===== src/rtl/rxr_pkg.sv =====
package rxr_pkg;

    localparam int ADDR_W = 24;
    localparam int WORD_W = 16;
    localparam int CNT_W  = 12;

    // byte offsets of the descriptor words
    localparam logic [3:0] OFF_BUF_LO = 4'd0;
    localparam logic [3:0] OFF_STATUS = 4'd2;
    localparam logic [3:0] OFF_SIZE   = 4'd4;
    localparam logic [3:0] OFF_MSG    = 4'd6;

    typedef enum logic [2:0] {
        S_IDLE,
        S_DROP,
        S_RD_ST,
        S_RD_LO,
        S_RD_CNT,
        S_DATA,
        S_WR_MC,
        S_WR_ST
    } rx_state_e;

    typedef struct packed {
        logic       own;
        logic       any_err;
        logic       fram;
        logic       oflo;
        logic       crc;
        logic       buff;
        logic       stp;
        logic       enp;
        logic [7:0] addr_hi;
    } desc_status_t;

    function automatic logic [CNT_W-1:0] size_to_cap(input logic [CNT_W-1:0] field);
        return CNT_W'(0) - field;
    endfunction

    function automatic desc_status_t close_status(input logic ovf, input logic fram,
                                                  input logic crc, input logic [7:0] hi);
        desc_status_t s;
        s.own     = 1'b0;
        s.fram    = fram;
        s.oflo    = ovf;
        s.crc     = crc;
        s.buff    = 1'b0;
        s.any_err = ovf | fram | crc;
        s.stp     = 1'b1;
        s.enp     = 1'b1;
        s.addr_hi = hi;
        return s;
    endfunction

endpackage


===== src/rtl/rxr_ring_ptr.sv =====
module rxr_ring_ptr #(
    parameter int MAX_LOG2 = 7,
    parameter int LOG_W    = $clog2(MAX_LOG2 + 1)
) (
    input  logic                clk,
    input  logic                rst,
    input  logic                reload,
    input  logic                advance,
    input  logic [LOG_W-1:0]    log2_len,
    output logic [MAX_LOG2-1:0] idx
);
    logic [MAX_LOG2-1:0] mask;

    generate
        for (genvar b = 0; b < MAX_LOG2; b++) begin : g_mask
            assign mask[b] = (LOG_W'(b) < log2_len);
        end
    endgenerate

    always_ff @(posedge clk) begin
        if (rst || reload)
            idx <= '0;
        else if (advance)
            idx <= (idx + 1'b1) & mask;
    end
endmodule


===== src/rtl/rxr_byte_pack.sv =====
module rxr_byte_pack #(
    parameter int CNT_W = 12
) (
    input  logic             clk,
    input  logic             rst,
    input  logic             load,
    input  logic [CNT_W-1:0] cap_in,
    input  logic             take,
    input  logic [7:0]       din,
    input  logic             last,
    input  logic             wr_done,
    output logic             word_rdy,
    output logic [15:0]      word,
    output logic [CNT_W-1:0] word_off,
    output logic [CNT_W-1:0] stored,
    output logic [CNT_W-1:0] cap,
    output logic             ovf
);
    logic [7:0] lo_q;
    logic       lo_full;
    logic       keep;

    assign keep = (stored < cap);

    always_ff @(posedge clk) begin
        if (rst || load) begin
            lo_q     <= '0;
            lo_full  <= 1'b0;
            word_rdy <= 1'b0;
            word     <= '0;
            word_off <= '0;
            stored   <= '0;
            ovf      <= 1'b0;
            cap      <= rst ? '0 : cap_in;
        end else if (wr_done) begin
            word_rdy <= 1'b0;
            word_off <= word_off + CNT_W'(2);
        end else if (take) begin
            if (keep) begin
                stored <= stored + 1'b1;
                if (lo_full) begin
                    word     <= {din, lo_q};
                    word_rdy <= 1'b1;
                    lo_full  <= 1'b0;
                end else if (last) begin
                    word     <= {8'h00, din};
                    word_rdy <= 1'b1;
                end else begin
                    lo_q    <= din;
                    lo_full <= 1'b1;
                end
            end else begin
                ovf <= 1'b1;
                if (last && lo_full) begin
                    word     <= {8'h00, lo_q};
                    word_rdy <= 1'b1;
                    lo_full  <= 1'b0;
                end
            end
        end
    end
endmodule


===== src/rtl/rxr_engine.sv =====
module rxr_engine
    import rxr_pkg::*;
#(
    parameter int MAX_LOG2 = 7,
    parameter int LOG_W    = $clog2(MAX_LOG2 + 1)
) (
    input  logic              clk,
    input  logic              rst,
    input  logic              ctl_start,
    input  logic              ctl_stop,
    input  logic [ADDR_W-1:0] ring_base,
    input  logic [LOG_W-1:0]  ring_log2,
    input  logic              rx_valid,
    output logic              rx_ready,
    input  logic [7:0]        rx_data,
    input  logic              rx_last,
    input  logic              rx_err,
    input  logic              rx_crc_err,
    output logic              mem_req,
    output logic              mem_we,
    output logic [ADDR_W-1:0] mem_addr,
    output logic [WORD_W-1:0] mem_wdata,
    input  logic              mem_ack,
    input  logic [WORD_W-1:0] mem_rdata,
    output logic              rint,
    output logic              miss
);
    rx_state_e           st;
    logic                running, pend_start, pend_stop, got_last;
    logic                fram_q, crc_q;
    logic [15:0]         buf_lo;
    logic [7:0]          buf_hi;
    logic [MAX_LOG2-1:0] idx;
    logic [ADDR_W-1:0]   desc_addr, buf_addr;
    logic                cmd_start, cmd_stop, take, ptr_reload, ptr_adv;
    logic                pk_load, pk_done, pk_rdy, pk_ovf;
    logic [15:0]         pk_word;
    logic [CNT_W-1:0]    pk_off, pk_stored, pk_cap;
    desc_status_t        st_word;

    assign cmd_start  = ctl_start | pend_start;
    assign cmd_stop   = ctl_stop | pend_stop;
    assign take       = rx_valid & rx_ready;
    assign ptr_reload = (st == S_IDLE) && cmd_start;
    assign ptr_adv    = (st == S_WR_ST) && mem_ack;
    assign pk_load    = (st == S_RD_CNT) && mem_ack;
    assign pk_done    = (st == S_DATA) && pk_rdy && mem_ack;
    assign desc_addr  = {ring_base[ADDR_W-1:4], 4'h0} + ADDR_W'({idx, 3'b000});
    assign buf_addr   = {buf_hi, buf_lo} + ADDR_W'(pk_off);
    assign st_word    = close_status(pk_ovf, fram_q, crc_q, buf_hi);

    rxr_ring_ptr #(.MAX_LOG2(MAX_LOG2), .LOG_W(LOG_W)) u_ptr (
        .clk(clk), .rst(rst), .reload(ptr_reload), .advance(ptr_adv),
        .log2_len(ring_log2), .idx(idx)
    );

    rxr_byte_pack #(.CNT_W(CNT_W)) u_pack (
        .clk(clk), .rst(rst), .load(pk_load),
        .cap_in(size_to_cap(mem_rdata[CNT_W-1:0])),
        .take(take && st == S_DATA), .din(rx_data), .last(rx_last),
        .wr_done(pk_done), .word_rdy(pk_rdy), .word(pk_word),
        .word_off(pk_off), .stored(pk_stored), .cap(pk_cap), .ovf(pk_ovf)
    );

    always_comb begin
        rx_ready  = 1'b0;
        mem_req   = 1'b0;
        mem_we    = 1'b0;
        mem_addr  = desc_addr;
        mem_wdata = '0;
        unique case (st)
            S_DROP:   rx_ready = 1'b1;
            S_RD_ST:  begin mem_req = 1'b1; mem_addr = desc_addr + ADDR_W'(OFF_STATUS); end
            S_RD_LO:  begin mem_req = 1'b1; mem_addr = desc_addr + ADDR_W'(OFF_BUF_LO); end
            S_RD_CNT: begin mem_req = 1'b1; mem_addr = desc_addr + ADDR_W'(OFF_SIZE); end
            S_DATA: begin
                rx_ready  = !pk_rdy && !got_last;
                mem_req   = pk_rdy;
                mem_we    = 1'b1;
                mem_addr  = buf_addr;
                mem_wdata = pk_word;
            end
            S_WR_MC: begin
                mem_req   = 1'b1;
                mem_we    = 1'b1;
                mem_addr  = desc_addr + ADDR_W'(OFF_MSG);
                mem_wdata = WORD_W'(pk_stored);
            end
            S_WR_ST: begin
                mem_req   = 1'b1;
                mem_we    = 1'b1;
                mem_addr  = desc_addr + ADDR_W'(OFF_STATUS);
                mem_wdata = st_word;
            end
            default: ;
        endcase
    end

    always_ff @(posedge clk) begin
        if (rst) begin
            st         <= S_IDLE;
            running    <= 1'b0;
            pend_start <= 1'b0;
            pend_stop  <= 1'b0;
            got_last   <= 1'b0;
            fram_q     <= 1'b0;
            crc_q      <= 1'b0;
            buf_lo     <= '0;
            buf_hi     <= '0;
            rint       <= 1'b0;
            miss       <= 1'b0;
        end else begin
            rint <= 1'b0;
            miss <= 1'b0;
            if (st != S_IDLE) begin
                if (ctl_start) pend_start <= 1'b1;
                if (ctl_stop)  pend_stop  <= 1'b1;
            end
            unique case (st)
                S_IDLE: begin
                    if (cmd_start || cmd_stop) begin
                        running    <= cmd_start;
                        pend_start <= 1'b0;
                        pend_stop  <= 1'b0;
                    end else if (rx_valid) begin
                        st <= running ? S_RD_ST : S_DROP;
                    end
                end
                S_DROP: if (take && rx_last) st <= S_IDLE;
                S_RD_ST: if (mem_ack) begin
                    if (mem_rdata[15]) begin
                        buf_hi <= mem_rdata[7:0];
                        st     <= S_RD_LO;
                    end else begin
                        miss <= 1'b1;
                        st   <= S_DROP;
                    end
                end
                S_RD_LO: if (mem_ack) begin
                    buf_lo <= mem_rdata;
                    st     <= S_RD_CNT;
                end
                S_RD_CNT: if (mem_ack) begin
                    got_last <= 1'b0;
                    fram_q   <= 1'b0;
                    crc_q    <= 1'b0;
                    st       <= S_DATA;
                end
                S_DATA: begin
                    if (take && rx_last) begin
                        got_last <= 1'b1;
                        fram_q   <= rx_err;
                        crc_q    <= rx_crc_err;
                    end
                    if (got_last && !pk_rdy) st <= S_WR_MC;
                end
                S_WR_MC: if (mem_ack) st <= S_WR_ST;
                S_WR_ST: if (mem_ack) begin
                    rint <= 1'b1;
                    st   <= S_IDLE;
                end
                default: st <= S_IDLE;
            endcase
        end
    end
endmodule


===== config.mk =====
export PLATFORM = sky130hd
export DESIGN_NAME = rxr_engine
export DESIGN_NICKNAME = d
export VERILOG_FILES = /design/src/rtl/rxr_pkg.sv /design/src/rtl/rxr_ring_ptr.sv /design/src/rtl/rxr_byte_pack.sv /design/src/rtl/rxr_engine.sv
export SDC_FILE = /design/constraint.sdc
export NUM_CORES = 1
export LEC_CHECK = 0
export ABC_AREA = 1
export ABC_CLOCK_PERIOD_IN_PS = 2900
export BUFFER_PORTS_ARGS = -buffer_cell sky130_fd_sc_hd__clkbuf_2
export CAP_MARGIN = 20
export CORE_UTILIZATION = 64
export CTS_BUF_LIST = sky130_fd_sc_hd__clkbuf_8
export DETAILED_ROUTE_END_ITERATION = 16
export PLACE_DENSITY = 0.85
export SYNTH_ARGS = -nofsm -noshare
export SYNTH_HDL_FRONTEND = slang
export SYNTH_SLANG_ARGS = --single-unit

===== constraint.sdc =====
create_clock -name clk -period 2.9 [get_ports clk]
set_input_delay 0 -clock clk [delete_from_list [all_inputs] [get_ports clk]]
set_output_delay 0 -clock clk [all_outputs]
set_load 0.05 [all_outputs]

=== Yosys cells after proc, flatten, opt, wreduce, memory -nomap -nowiden ===
Cells that the tools add are included.

* Register bits: 105
* Latch bits: 0
* Memory bits (writable): 0
* ROM bits: 0
* Input bits: 60
* Output and inout port bits: 45
* Logic and storage cells: 150
* Memories: 0

* $add $sub $neg: 9
* $mul: 0
* Div/mod/pow operators: 0
* $lt $le $gt $ge: 8
* Equal/unequal tests: 18
* Shift-type cells: 0
* Mux-type cells: 46
* Bitwise gates (word level): 13
* Reductions and logical operators: 36

{| class="wikitable"
|+ Operators by type and width
! operator !! count
|-
| 24-bit case mux with 4 select lines || 1
|-
| 16-bit 2-to-1 mux || 4
|-
| 24-bit by 3-bit adder with 24-bit output (second input constant) || 2
|-
| 16-bit case mux with 3 select lines || 1
|-
| 3-bit 2-to-1 mux || 9
|-
| 24-bit by 10-bit adder with 24-bit output || 1
|-
| 24-bit by 12-bit adder with 24-bit output || 1
|-
| 24-bit by 2-bit adder with 24-bit output (second input constant) || 1
|-
| 3-bit case mux with 8 select lines || 1
|-
| 1-bit 2-to-1 mux || 23
|-
| 3-bit AND reduction || 6
|-
| 2-bit inequality test (second input constant) || 8
|-
| 12-bit by 1-bit adder with 12-bit output (second input constant) || 1
|-
| 12-bit by 2-bit adder with 12-bit output (second input constant) || 1
|-
| 3-bit equality test (second input constant) || 4
|-
| 12-bit < comparator || 1
|-
| 1-bit by 12-bit subtractor with 12-bit output (first input constant) || 1
|-
| 1-bit logical AND || 10
|-
| 1-bit case mux with 2 select lines || 5
|-
| 3-bit < comparator (first input constant) || 3
|-
| 9-bit AND reduction || 1
|-
| 7-bit by 1-bit adder with 7-bit output (second input constant) || 1
|-
| 7-bit AND || 1
|-
| 1-bit inverter || 7
|-
| 20 further kinds || 36
|}

=== Longest topological paths before layout ===
* Depth after elaboration: 7
* Mapped depth: 15
* Gate-level depth less buffers: 13

=== Cells and area by module ===
Synthesis repeated with hierarchy kept, for this count alone.

* Cell total of the unflattened synthesis: 1177
* Area, all modules: 7358.3 um2

{| class="wikitable"
|+ Modules (own cells, without submodules)
! module !! instances !! cells an instance !! area each (um2) !! sequential area each (um2)
|-
| rxr_engine || 1 || 646 || 3711.1 || 700.7
|-
| rxr_byte_pack || 1 || 470 || 3234.4 || 1361.3
|-
| rxr_ring_ptr || 1 || 61 || 412.9 || 140.1
|}

=== Worst setup path before layout ===
No wires, ideal clock.

* Path kind: register -> output
* Start point: reg u_pack.word_off[1]
* End point: out mem_addr[17]
* Data arrival time: 2.632 ns
* Required time: 2.900 ns
* Path slack: 0.268 ns
* Stages on the path, launching flop included: 12
* Buffers on the path: 0
* Path through: dfxtp_1 -> ha_1 -> fa_1 -> nand3_1 -> nand3_1 -> nand2_1 -> nand3_1 -> nand2_1 -> nand2_1 -> nand2_1 -> nor2_1 -> o21ai_0

* Cells in the longest elaborated chain, start to end: 2

{| class="wikitable"
|+ RTL lines
! element !! RTL line !! source
|-
| start, declared || rxr_byte_pack.sv:14 || <nowiki>output logic [CNT_W-1:0] word_off,</nowiki>
|-
| start signal, assigned || rxr_byte_pack.sv:37 || <nowiki>word_off <= word_off + CNT_W'(2);</nowiki>
|-
| 24-bit by 12-bit adder with 24-bit output || rxr_engine.sv:49 || <nowiki>assign buf_addr = {buf_hi, buf_lo} + ADDR_W'(pk_off);</nowiki>
|-
| 24-bit case mux with 4 select lines || rxr_engine.sv:71 || <nowiki>unique case (st)</nowiki>
|-
| end, declared || rxr_engine.sv:21 || <nowiki>output logic [ADDR_W-1:0] mem_addr,</nowiki>
|}

Every way passes these cells.

=== Worst setup path in the final report ===
* Start point: reg u_ptr.idx[3]
* End point: out mem_addr[23]

* Cells in the longest elaborated chain, start to end: 3
* Elaborated cells between the ends (all ways): 5
* Classes of those cells: add/sub: 4; mux: 1

{| class="wikitable"
|+ RTL lines
! element !! RTL line !! source
|-
| start, declared || rxr_ring_ptr.sv:10 || <nowiki>output logic [MAX_LOG2-1:0] idx</nowiki>
|-
| start signal, assigned || rxr_ring_ptr.sv:24 || <nowiki>idx <= (idx + 1'b1) & mask;</nowiki>
|-
| 24-bit by 10-bit adder with 24-bit output * || rxr_engine.sv:48 || <nowiki>assign desc_addr = {ring_base[ADDR_W-1:4], 4'h0} + ADDR_W'({idx, 3'b000});</nowiki>
|-
| 24-bit by 2-bit adder with 24-bit output, or another cell as far along || rxr_engine.sv:73, rxr_engine.sv:92 ||
|-
| 24-bit case mux with 4 select lines * || rxr_engine.sv:71 ||
|}

Mark *: on every way between the ends. The rest lies on a longest branch, timed or not.

==> Implementation_results.wiki <==
{| class="wikitable"
! Metric !! Value
|-
| Ys async rst share || 0
|-
| Cell area after synthesis || 0.00697 mm2
|-
| FILL cells || 829
|-
| Core Rows || 37
|-
| Total of buffers placed on input and output ports || 100
|-
| Overall fraction of global-route tracks in use || 0.363
|-
| Fraction of synthesized cell area taken by the top area cell type || 0.264
|-
| Ant diodes || 0
|-
| Max-capacitance violation count || 0
|-
| Synth area leaders || dfxtp_1 (26%), nand2_1 (13%), nor2_1 (7.7%)
|-
| Status || finished clean
|-
| I/O pin count || 105
|-
| Number of max-slew violations in the final report || 0
|-
| Minimum clock period after layout || 2690 ps
|-
| Synthesis warning total || 0
|-
| Post-DRT Antenna Nets || 0
|-
| Count of different cell masters after synthesis || 50
|-
| Kind of end point of the critical path || primary output
|-
| Antenna violations before repair || 0
|-
| Post-synth EDFFs || 12
|-
| Wire length of the first global-routing pass || 32,300 um
|-
| Initial cell density of the core || 0.667
|-
| Pre-antenna DRT Iters || 6
|-
| Slew at the pin with the worst max-slew slack || 578 ps
|-
| Core footprint || 0.0105 mm2
|-
| Number of global-route vias before repair || 6,717
|-
| Average vias per placed instance || 5.70
|-
| Commonest cells in the netlist || nand2_1 (233), nor2_1 (143), inv_1 (130)
|-
| Slew HR || 0.614
|-
| Final setup viols || 0
|-
| Most used DFF post-synth || dfxtp_1
|-
| Post-detailed-placement half-perimeter wirelength || 14,800 um
|-
| Startpoint type of the worst setup path || register
|-
| Data arrival time at the worst-slack endpoint || 2690 ps
|-
| Clock tree buffer depth || 2
|-
| Area leader, netlist || dfxtp_1
|-
| Growth of design area from synthesis to finish || 16.5%
|-
| Syn_nets || 1,160
|-
| Data required time of the worst path || 2900 ps
|-
| Min-Delay Path Depth || 5
|-
| RSZ-0062 raised after global routing || false
|-
| Total number of H-tree levels || 3
|-
| Number of design rule violations left after detail routing || 0
|-
| Hold Path Sink || u_pack.ovf$_SDFFE_PP0P_
|-
| Die X-Extent || 106 um
|-
| Wirelength per Cell || 15.2 um
|-
| Die outline area || 0.0113 mm2
|-
| PwrDens || 388 mW/mm2
|-
| Largest voltage drop on the vdd net || 374 uV
|-
| Hold Path Class || input pin to register
|-
| Final period util || 0.926
|-
| Clock Sinks || 104
|-
| Setup TNS || 0 ps
|-
| R2R Setup Slk || 240 ps
|-
| Min-delay src || rx_valid
|-
| Cell with the most instances after synthesis || nand2_1
|-
| Root Buffer Master || clkbuf_8
|-
| R2r startpoint || u_pack.stored[11]$_SDFFE_PP0P_
|-
| F_max || 372 MHz
|-
| Starting DRC count in detailed routing || 798
|-
| Number of nets in the final layout || 1,286
|-
| Area of the multi-input gates || 0.00413 mm2
|-
| Number of buffers inserted during clock tree synthesis || 9
|-
| Static Leakage || 3.80 nW
|-
| Hold Fails Final Rpt || 0
|-
| Syn Inst Count || 1,066
|-
| Share of post-route cells with drive strength above 1 || 0.131
|-
| Area occupied by registers || 0.00220 mm2
|-
| Routability congestion estimate || 0.936
|-
| Wirelength, routed || 20,300 um
|-
| Critical R2R Capture || u_pack.word[12]$_SDFFE_PP0P_
|-
| Part of the Yosys area used for sequential elements || 0.316
|-
| Clock-pin slew on the worst setup and hold paths || 110 ps
|-
| Skew-Pair Late Insertion Delay || 390 ps
|-
| Clock tree from TritonCTS || built
|-
| Pin count of the biggest net entering global routing || 40
|-
| Highest fanout seen on the critical path || 10
|-
| Die height || 106 um
|-
| Per-instance average area after synthesis || 6.54 um2
|-
| Type of the worst setup path || register to primary output
|-
| Number of cells on the worst reg-to-reg path || 11
|-
| Overall power || 3.15 mW
|-
| Total grt overflow || 0
|-
| Setup skew after layout || 12.5 ps
|-
| Total via count in the routed design || 7,594
|-
| Number of synthesized register bits || 104
|}
[how the worst max path moves through the flow]
stage | start | endpoint | slack, ps
floorplan | u_pack.word_off[1]$_SDFFE_PP0P_ | mem_addr[17] | 270
CTS | u_pack.word_off[1]$_SDFFE_PP0P_ | mem_addr[13] | 210
detailed placement | u_pack.stored[11]$_SDFFE_PP0P_ | u_pack.stored[0]$_SDFFE_PP0P_ | 360
global route | u_ptr.idx[3]$_SDFFE_PP0P_ | mem_addr[23] | 1
global placement | u_pack.stored[7]$_SDFFE_PP0P_ | u_pack.stored[0]$_SDFFE_PP0P_ | 450
finish | u_ptr.idx[3]$_SDFFE_PP0P_ | mem_addr[23] | 210
[cell usage in the layout (no fill, tap or decap), types with 12 or more instances in the layout]
cell type / instances
nor2_1: 143
dlygate4sd3_1: 35
inv_1: 130
clkbuf_2: 99
nand3_1: 76
ha_1: 32
o21ai_0: 87
nor3_1: 24
dfxtp_1: 92
nand4_1: 16
nand2_1: 233
a21oi_1: 81
edfxtp_1: 12
[worst max-delay path, stage by stage, from the launching register on]
cell and delay (ps):
dfxtp_1 360, ha_1 360, nand2_1 70, o21ai_0 300, nand2_1 90, nand2_1 290, nand3_1 160, inv_1 120
nand2_1 60, nand2_1 60, nand3_1 60, nand2_1 100, clkbuf_2 280
[flip-flops by register name (all words and copies together), names as in the netlist, 3 cells and up]
signal / cells
buf_lo: 16
u_pack.word: 16
u_pack.cap: 12
u_pack.stored: 12
u_pack.word_off: 11
buf_hi: 8
u_pack.lo_q: 8
u_ptr.idx: 7
st: 3
[cells by family (layout without fill, tap and decap cells)]
| family | count (synthesis) | after routing | synth area share |
|---|---|---|---|
| multiplexers | 1 | 1 | 0.00144 |
| AND/OR/NAND/NOR | 527 | 527 | 0.330 |
| flip-flops | 104 | 104 | 0.316 |
| adder cells (fa/ha/maj) | 34 | 34 | 0.0631 |
| buffers and inverters | 164 | 295 | 0.0928 |
| AO/OA/AOI/OAI | 220 | 220 | 0.177 |
| XOR/XNOR | 16 | 16 | 0.0201 |
[power by group]
part	switching [mW]	internal, mW	total, mW
logic	0.426	0.203	0.629
registers	0.0630	1.52	1.58
clock network	0.532	0.409	0.941
[through the flow]
| step | std cells | worst slack [ps] | util | instance area [um2] | hold slack (ps) |
|---|---|---|---|---|---|
| floorplan | 1066 | 268 | - | 6970 | 79.0 |
| global placement | 1282 | 452 | 0.724 | 7570 | 184 |
| detailed placement | 1282 | 355 | 0.724 | 7570 | 199 |
| CTS | 1333 | 208 | 0.776 | 8120 | 87.7 |
| global route | 1333 | 1.21 | 0.776 | 8120 | 125 |
| finish | 1333 | 214 | 0.776 | 8120 | 113 |
[cell type report]
cell class / count / area share
multi-input cells: 798 / 0.508
clock buffers: 9 / 0.0152
clock inverters: 7 / 0.00939
repair buffers: 143 / 0.112
flip-flops and latches: 104 / 0.271
inverters: 136 / 0.0628
well taps: 136 / 0.0209
[routing by layer]
metal / up-vias / global-route usage / wire, um
met5: - / 0 / 0
li1: 3782 / - / -
met2: 339 / 0.596 / 9460
met4: 0 / 0.108 / 400
met1: 3433 / 0.494 / 8740
met3: 40 / 0.0515 / 1660
[repair_timing]
action / CTS / global route
endpoints found under the setup margin: 0 / 1
hold buffers: 35 / 0
buffers inserted: 0 / 0
gates resized for setup: 0 / 1
endpoints found under the hold margin: 58 / 0
Power figures use the tool's default switching activity.
